## src/rtl/hs_pkg.sv

```systemverilog
package hs_pkg;
  localparam int REQ_BIT = 4;
  localparam int ACK_BIT = 3;
  localparam logic [7:0] PORT_IDLE = 8'h18;
  localparam int ENT_W = 18;

  typedef enum logic [1:0] {ST_IDLE, ST_CMD, ST_DISP, ST_RSP} eng_state_t;

  // Entry i: [i*18+9 +: 9] command length, [i*18 +: 9] response length (-1 = in-band)
  function automatic logic [256*ENT_W-1:0] default_len_rom();
    logic [256*ENT_W-1:0] r;
    logic [7:0] c;
    r = '0;
    for (int i = 0; i < 256; i++) begin
      c = 8'(i);
      r[i*ENT_W +: 9]     = (c[5:4] == 2'b11) ? 9'h1FF : {7'd0, c[3:2]};
      r[i*ENT_W + 9 +: 9] = (c[7:6] == 2'b11) ? 9'h1FF : {7'd0, c[1:0]};
    end
    return r;
  endfunction
endpackage

```

## src/rtl/hs_len_rom.sv

```systemverilog
module hs_len_rom
  import hs_pkg::*;
#(
  parameter logic [256*ENT_W-1:0] LEN_ROM = default_len_rom()
) (
  input  logic [7:0]        cmd,
  output logic signed [8:0] cmd_len,
  output logic signed [8:0] rsp_len
);
  always_comb begin
    cmd_len = LEN_ROM[int'(cmd)*ENT_W + 9 +: 9];
    rsp_len = LEN_ROM[int'(cmd)*ENT_W +: 9];
  end
endmodule

```

## src/rtl/hs_byte_buf.sv

```systemverilog
module hs_byte_buf #(
  parameter int DEPTH = 32,
  localparam int AW = $clog2(DEPTH)
) (
  input  logic          clk,
  input  logic          we,
  input  logic [AW-1:0] waddr,
  input  logic [7:0]    wdata,
  input  logic [AW-1:0] raddr,
  output logic [7:0]    rdata
);
  logic [7:0] mem [DEPTH];

  always_ff @(posedge clk) begin
    if (we) mem[waddr] <= wdata;
    rdata <= mem[raddr];
  end
endmodule

```

## src/rtl/hs_hs_decode.sv

```systemverilog
module hs_hs_decode
  import hs_pkg::*;
(
  input  logic [7:0] port_q,
  input  logic [7:0] last_q,
  input  logic       hold,
  output logic       ev_any,
  output logic       ev_rel,
  output logic       ev_req,
  output logic       ev_err
);
  always_comb begin
    ev_any = (port_q != last_q) && !hold;
    ev_rel = ev_any &&  port_q[REQ_BIT] && !port_q[ACK_BIT];
    ev_req = ev_any && !port_q[REQ_BIT] &&  port_q[ACK_BIT];
    ev_err = ev_any && !port_q[REQ_BIT] && !port_q[ACK_BIT];
  end
endmodule

```

## src/rtl/hs_cmd_engine.sv

```systemverilog
module hs_cmd_engine
  import hs_pkg::*;
#(
  parameter int BUF_DEPTH = 32,
  parameter logic [256*ENT_W-1:0] LEN_ROM = default_len_rom(),
  localparam int AW = $clog2(BUF_DEPTH),
  localparam int LW = AW + 1
) (
  input  logic          clk,
  input  logic          rst,
  input  logic          port_wr,
  input  logic [7:0]    port_wdata,
  output logic [7:0]    port_rd,
  input  logic          sr_h2d,
  input  logic [7:0]    sr_wdata,
  output logic [7:0]    sr_rdata,
  output logic          sr_irq,
  output logic          poll_block,
  output logic          poll_unblock,
  output logic          disp_start,
  output logic [7:0]    disp_cmd,
  output logic [LW-1:0] disp_arg_len,
  input  logic [AW-1:0] arg_raddr,
  output logic [7:0]    arg_rdata,
  input  logic          rsp_we,
  input  logic [AW-1:0] rsp_waddr,
  input  logic [7:0]    rsp_wdata,
  input  logic [LW-1:0] disp_rsp_len,
  input  logic          disp_unknown,
  input  logic          disp_done
);
  localparam logic [8:0]    DEPTH9  = 9'(BUF_DEPTH);
  localparam logic [LW-1:0] DEPTHLW = LW'(BUF_DEPTH);

  eng_state_t state_q, state_n;
  logic [7:0] port_q, port_n, last_q, last_n, cmd_q, cmd_n, sro_q, sro_n;
  logic signed [8:0] clen_q, clen_n, rlen_q, rlen_n, tab_c, tab_r;
  logic [8:0] apos_q, apos_n, rpos_q, rpos_n;
  logic [LW-1:0] rsz_q, rsz_n, rsz_clip;
  logic irq_q, irq_n, blk_q, blk_n, ublk_q, ublk_n, start_q, start_n;
  logic arg_we;
  logic ev_any, ev_rel, ev_req, ev_err;
  logic [7:0] rsp_rdata;

  hs_hs_decode u_dec (
    .port_q (port_q),
    .last_q (last_q),
    .hold   (port_wr || (state_q == ST_DISP)),
    .ev_any (ev_any),
    .ev_rel (ev_rel),
    .ev_req (ev_req),
    .ev_err (ev_err)
  );

  hs_len_rom #(.LEN_ROM(LEN_ROM)) u_rom (
    .cmd     (sr_wdata),
    .cmd_len (tab_c),
    .rsp_len (tab_r)
  );

  hs_byte_buf #(.DEPTH(BUF_DEPTH)) u_argbuf (
    .clk   (clk),
    .we    (arg_we),
    .waddr (apos_q[AW-1:0]),
    .wdata (sr_wdata),
    .raddr (arg_raddr),
    .rdata (arg_rdata)
  );

  hs_byte_buf #(.DEPTH(BUF_DEPTH)) u_rspbuf (
    .clk   (clk),
    .we    (rsp_we),
    .waddr (rsp_waddr),
    .wdata (rsp_wdata),
    .raddr (rpos_n[AW-1:0]),
    .rdata (rsp_rdata)
  );

  assign rsz_clip = disp_unknown ? '0 :
                    ((disp_rsp_len > DEPTHLW) ? DEPTHLW : disp_rsp_len);

  always_comb begin
    state_n = state_q;  cmd_n = cmd_q;   clen_n = clen_q; rlen_n = rlen_q;
    apos_n  = apos_q;   rpos_n = rpos_q; rsz_n = rsz_q;   sro_n = sro_q;
    port_n  = port_q;   last_n = last_q;
    irq_n = 1'b0; blk_n = 1'b0; ublk_n = 1'b0; start_n = 1'b0; arg_we = 1'b0;

    if (ev_any) begin
      if (ev_rel) port_n[ACK_BIT] = 1'b1;
      if (ev_req) port_n[ACK_BIT] = 1'b0;
      last_n = port_n;
    end

    if (ev_req) begin
      case (state_q)
        ST_IDLE: if (sr_h2d) begin
          cmd_n   = sr_wdata;
          clen_n  = tab_c;
          rlen_n  = tab_r;
          apos_n  = '0;
          rpos_n  = '0;
          irq_n   = 1'b1;
          blk_n   = 1'b1;
          state_n = ST_CMD;
        end
        ST_CMD: if (sr_h2d) begin
          if (clen_q == -9'sd1) begin
            clen_n = $signed({1'b0, sr_wdata});
          end else begin
            arg_we = (apos_q < DEPTH9);
            apos_n = apos_q + 9'd1;
          end
          irq_n = 1'b1;
        end
        ST_RSP: if (!sr_h2d) begin
          if (rlen_q == -9'sd1) begin
            sro_n  = 8'(rsz_q);
            rlen_n = $signed(9'(rsz_q));
          end else begin
            sro_n  = (rpos_q < 9'(rsz_q)) ? rsp_rdata : 8'h00;
            rpos_n = rpos_q + 9'd1;
          end
          irq_n = 1'b1;
        end
        default: ;
      endcase
      if (state_n == ST_CMD && $unsigned(clen_n) == apos_n) begin
        state_n = ST_DISP;
        start_n = 1'b1;
      end
      if (state_n == ST_RSP && $unsigned(rlen_n) == rpos_n) begin
        state_n = ST_IDLE;
        ublk_n  = 1'b1;
      end
    end

    if (state_q == ST_DISP && disp_done) begin
      rsz_n = rsz_clip;
      if (rlen_q == 9'sd0) begin
        state_n = ST_IDLE;
        ublk_n  = 1'b1;
      end else begin
        state_n = ST_RSP;
      end
    end
  end

  always_ff @(posedge clk) begin
    if (rst) begin
      state_q <= ST_IDLE;
      port_q  <= PORT_IDLE;
      last_q  <= PORT_IDLE;
      cmd_q   <= '0;
      clen_q  <= '0;
      rlen_q  <= '0;
      apos_q  <= '0;
      rpos_q  <= '0;
      rsz_q   <= '0;
      sro_q   <= '0;
      irq_q   <= 1'b0;
      blk_q   <= 1'b0;
      ublk_q  <= 1'b0;
      start_q <= 1'b0;
    end else begin
      state_q <= state_n;
      port_q  <= port_wr ? port_wdata : port_n;
      last_q  <= last_n;
      cmd_q   <= cmd_n;
      clen_q  <= clen_n;
      rlen_q  <= rlen_n;
      apos_q  <= apos_n;
      rpos_q  <= rpos_n;
      rsz_q   <= rsz_n;
      sro_q   <= sro_n;
      irq_q   <= irq_n;
      blk_q   <= blk_n;
      ublk_q  <= ublk_n;
      start_q <= start_n;
    end
  end

  assign port_rd      = port_q;
  assign sr_rdata     = sro_q;
  assign sr_irq       = irq_q;
  assign poll_block   = blk_q;
  assign poll_unblock = ublk_q;
  assign disp_start   = start_q;
  assign disp_cmd     = cmd_q;
  assign disp_arg_len = ($unsigned(clen_q) > DEPTH9) ? DEPTHLW : clen_q[LW-1:0];

  // every shift pulse is issued together with acknowledge driven low
  a_r5_irq_ack_low: assert property (@(posedge clk) disable iff (rst)
    sr_irq |-> !port_q[ACK_BIT]);
  // block pulse only once a transaction has been opened
  a_r5_block_busy: assert property (@(posedge clk) disable iff (rst)
    poll_block |-> state_q != ST_IDLE);
  // start only while waiting on the dispatcher
  a_r10_start_disp: assert property (@(posedge clk) disable iff (rst)
    disp_start |-> state_q == ST_DISP);
  // port record is frozen while the dispatcher runs
  a_r10_hold_port: assert property (@(posedge clk) disable iff (rst)
    (state_q == ST_DISP) |=> $stable(last_q));
  // unblock always lands in idle
  a_r13_unblock_idle: assert property (@(posedge clk) disable iff (rst)
    poll_unblock |-> state_q == ST_IDLE);
  // a both-low port moves nothing
  a_r4_err_ignored: assert property (@(posedge clk) disable iff (rst)
    ev_err |=> ($stable(state_q) && !sr_irq && !port_q[ACK_BIT]));
  // stored response size never exceeds the buffer
  a_r11_rsz_bound: assert property (@(posedge clk) disable iff (rst)
    rsz_q <= DEPTHLW);
endmodule

```

## config.mk

```make
export PLATFORM = sky130hd
export DESIGN_NAME = hs_cmd_engine
export DESIGN_NICKNAME = d
export VERILOG_FILES = /design/src/rtl/hs_pkg.sv /design/src/rtl/hs_len_rom.sv /design/src/rtl/hs_byte_buf.sv /design/src/rtl/hs_hs_decode.sv /design/src/rtl/hs_cmd_engine.sv
export SDC_FILE = /design/constraint.sdc
export NUM_CORES = 1
export LEC_CHECK = 0
export BUFFER_PORTS_ARGS = -buffer_cell sky130_fd_sc_hd__clkbuf_2
export CORE_ASPECT_RATIO = 1.25
export CORE_MARGIN = 10
export CORE_UTILIZATION = 55
export DETAILED_ROUTE_END_ITERATION = 12
export GPL_TIMING_DRIVEN = 0
export HOLD_SLACK_MARGIN = 0.06
export PLACE_DENSITY = 0.77
export SETUP_SLACK_MARGIN = 0.02
export SLEW_MARGIN = 5
export SYNTH_ARGS = -nofsm -noshare
export SYNTH_HDL_FRONTEND = slang
export SYNTH_SLANG_ARGS = --single-unit
```

## constraint.sdc

```tcl
create_clock -name clk -period 5 [get_ports clk]
set_clock_uncertainty 0.05 [all_clocks]
set_input_delay 1.25 -clock clk [delete_from_list [all_inputs] [get_ports clk]]
set_output_delay 1.25 -clock clk [all_outputs]
set_load 0.01 [all_outputs]
```

==> results.md <==
* DRC Markers at 0
* DR vias/cell at 6.328
* Critical Path Fanout Max at 10
* Rel. slew slack at 32.29%
* Sequential area share after synthesis at 68.08%
* IO buf count at 81
* Netlist cell types at 83
* CP arrival at 5100 ps
* Post-layout power at 10660 uW
* DRT Pass-1 Iters at 5
* Drt wl/cell at 26.52 um
* Vias in the first global route at 15630
* Seq pwr share at 52.3%
* Worst-Margin Slew at 1012 ps
* Area growth syn-to-layout at 12.43%
* Detailed router's first-iteration violation count at 1515
* Clock share of power at 43.0%
* FFs w/ async S/R, synth at 0%
* Psw at 2263 uW
* First-pass GRT wire length at 97250 um
* Status: completed
* Max_cap viols at 0
* Crit share post-route at 94.77%
* Final wirelength at 65660 um
* Combinational power share at 4.7%
* Clk buf depth at 3
* CP startpoint kind: flop
* Hold Fails Final Rpt at 0
* Hold Buf Count CTS at 0
* Period minus WS final at 4739 ps
* Initial Utilization at 55.34%
* Clock slew at reported path FFs at 70 ps
* Clock Root Buffer: clkbuf_16
* GPL Wtd Cong at 0.9737
* Hold Path Class: reg2reg
* Pwr per Cell Area at 373.3 nW/um^2
* Synthesis warning total at 0
* Switch share at 21.22%
* Syn avg cell area at 14.95 um^2
* Die X at 212.2 um
* Antenna-violating nets left at 0
* CTS tree: built
* Final WS setup at 261.5 ps
* Total Die Area at 55240 um^2
* Net Count, Synth at 1761
* GRT Util Overall at 23.53%
* Mapped Area at 25410 um^2
* Top FF cell, synth: edfxtp_1
* Final setup vio count at 0
* Yosys top cell area share at 60.51%
* Largest cells by area after synthesis: edfxtp_1, mux4_2, dfxtp_1
* CTS Sinks at 608
* Critical setup path kind: reg2reg
* CP Capture Type: flop
* Grt ovf at 0
* Initial antenna violation count at 1
* Setup TNS at 0 ps
* Die H at 260.3 um
* Required time worst endpoint at 5360 ps
* Pre-CTS setup slack at 19.61 ps
* Reg2Reg Setup Slack at 260 ps
* #FFs+latches synth at 608
* Post-DP HPWL at 43940 um
* Max frequency at 0.2110 GHz
* Cell taking the most area after synthesis: edfxtp_1
* Leak at 0.009804 uW
* Antenna cells at 0
* # rows at 88
* Number of enable flip-flop cells after synthesis at 512
* Worst IR Drop VDD at 0.3207 mV
* Post-CTS Setup Repair Bufs at 0
* Fillers at 3302
* Share of cells above drive strength 1 at 18.77%
* Core ar. at 45910 um^2
* Synth Instances at 1700
* Pint at 8401 uW
* Nets at 1902
* TritonCTS Buffers at 58
* Worst skew pair latency at 630 ps
* Largest net degree at the start of global routing at 36
* CTS HTree Levels at 2
* Final Max Tran Viols at 0
* Cts repair resizes at 0
* I/O pin cnt at 89
* RSZ-0062 raised after global routing: false
* DR vias at 15670
-- cell families (layout without fill, tap and decap cells) --
family | count (synthesis) | after routing | share of synthesized area [%]
muxes | 194 | 194 | 11.95
AOI/OAI and AO/OA | 268 | 268 | 7.579
DFF | 608 | 608 | 68.08
buffers and inverters | 123 | 314 | 2.344
and+or+nand+nor | 469 | 469 | 8.535
xor gates and xnor gates | 24 | 24 | 0.8274
adders and majority gates | 14 | 14 | 0.6895
-- registers in the layout (all words and copies together) (netlist names), 8 cells and up --
| register | cells |
|---|---|
| rlen_q | 9 |
| u_argbuf.mem | 256 |
| sr_rdata | 8 |
| disp_cmd | 8 |
| last_q | 8 |
| clen_q | 9 |
| u_rspbuf.rdata | 8 |
| rpos_q | 9 |
| apos_q | 9 |
| port_rd | 8 |
| u_argbuf.rdata | 8 |
| u_rspbuf.mem | 256 |
-- cell usage in the layout, fill, tap and decap left out, types with 6 or more instances in the layout --
| cell type | synthesis | final |
|---|---|---|
| clkbuf_16 | 0 | 62 |
| nor2b_1 | 6 | 6 |
| mux2_2 | 14 | 14 |
| a21o_1 | 11 | 11 |
| nand3b_1 | 10 | 10 |
| nand3_1 | 33 | 33 |
| a311oi_1 | 20 | 20 |
| clkbuf_1 | 44 | 53 |
| dfxtp_1 | 96 | 96 |
| a21oi_1 | 52 | 52 |
| buf_1 | 13 | 13 |
| nand4_1 | 11 | 11 |
| xor2_1 | 9 | 9 |
| xnor2_1 | 15 | 15 |
| o31ai_1 | 8 | 8 |
| a211oi_1 | 44 | 44 |
| mux2i_1 | 94 | 94 |
| clkbuf_8 | 0 | 7 |
| o21ai_0 | 32 | 32 |
| and2_1 | 23 | 23 |
| a22oi_1 | 24 | 24 |
| a31oi_1 | 11 | 11 |
| clkbuf_2 | 0 | 82 |
| ha_1 | 14 | 14 |
| o22ai_1 | 7 | 7 |
| nand2_1 | 150 | 150 |
| bufinv_16 | 0 | 6 |
| inv_1 | 16 | 16 |
| buf_4 | 14 | 14 |
| and3_1 | 7 | 7 |
| nor2_1 | 166 | 166 |
| clkinv_2 | 0 | 14 |
| buf_6 | 6 | 6 |
| buf_2 | 29 | 29 |
| nor4_1 | 6 | 6 |
| mux4_2 | 86 | 86 |
| nor3_1 | 17 | 17 |
| edfxtp_1 | 512 | 512 |
-- Yosys cell counts, drive strengths merged, types with 12 or more instances --
| cell | instances |
|---|---|
| a211oi | 45 |
| a21oi | 52 |
| a22oi | 24 |
| a311oi | 20 |
| a31oi | 12 |
| and2 | 30 |
| buf | 62 |
| clkbuf | 44 |
| dfxtp | 96 |
| edfxtp | 512 |
| ha | 14 |
| inv | 17 |
| mux2 | 14 |
| mux2i | 94 |
| mux4 | 86 |
| nand2 | 152 |
| nand3 | 34 |
| nor2 | 166 |
| nor3 | 18 |
| o21ai | 37 |
| xnor2 | 15 |
-- worst paths after layout --
kind,from,to,cells past startpoint
min reg2reg,last_q[3]$_SDFFE_PP1P_,last_q[3]$_SDFFE_PP1P_,2
max,state_q[0]$_SDFFE_PP0P_,u_rspbuf.rdata[6]$_DFF_P_,12
max reg2reg,state_q[0]$_SDFFE_PP0P_,u_rspbuf.rdata[6]$_DFF_P_,12
min,last_q[3]$_SDFFE_PP1P_,last_q[3]$_SDFFE_PP1P_,2
-- cell type report --
cell class              count  area [um^2]  share of cell area (%)
clock inverters            31        335.3                   1.174
repair buffers             81        405.4                   1.419
well taps                 585        732.0                   2.562
plain buffers             106        531.8                   1.862
inverters                  17        63.81                  0.2234
flip-flops and latches    608        17300                   60.55
clock buffers              79         1687                   5.904
multi-input cells         969         7515                   26.31
-- through the flow --
| stage | hold WS [ps] | utilization (%) | cells | instance area (um^2) |
|---|---|---|---|---|
| after global routing | 428.8 | 62.22 | 2476 | 28570 |
| after detailed placement | 402.8 | 57.81 | 2366 | 26540 |
| final | 409.6 | 62.22 | 2476 | 28570 |
| after floorplan | 383.5 | - | 1700 | 25410 |
| after global placement | 400.0 | 57.81 | 2366 | 26540 |
| after CTS | 412.8 | 62.22 | 2476 | 28570 |
-- per-layer routing --
layer,wire length (um),up-vias,GRT usage [%]
met5,0,-,0
met4,3756,0,12.79
met3,4633,196,3.805
met2,33870,804,40.74
met1,23400,7792,27.63
li1,-,6875,-
-- critical path: stages (launching register included) --
cell,delay (ps)
dfxtp_1,440
inv_1,120
ha_1,310
clkbuf_1,250
a21oi_1,600
nand2_1,320
a221oi_2,620
buf_2,390
buf_2,280
buf_2,370
a311oi_1,80
o21ai_0,380
nand4_1,310
-- power groups by stage --
stage	clock, uW	combinational [uW]	sequential, uW
global route	4820	543	5580
floorplan	0	286	5680
detailed placement	0	502	5690
finish	4580	506	5580
global placement	0	487	5680
CTS	4610	505	5580
Power figures use the tool's default switching activity.
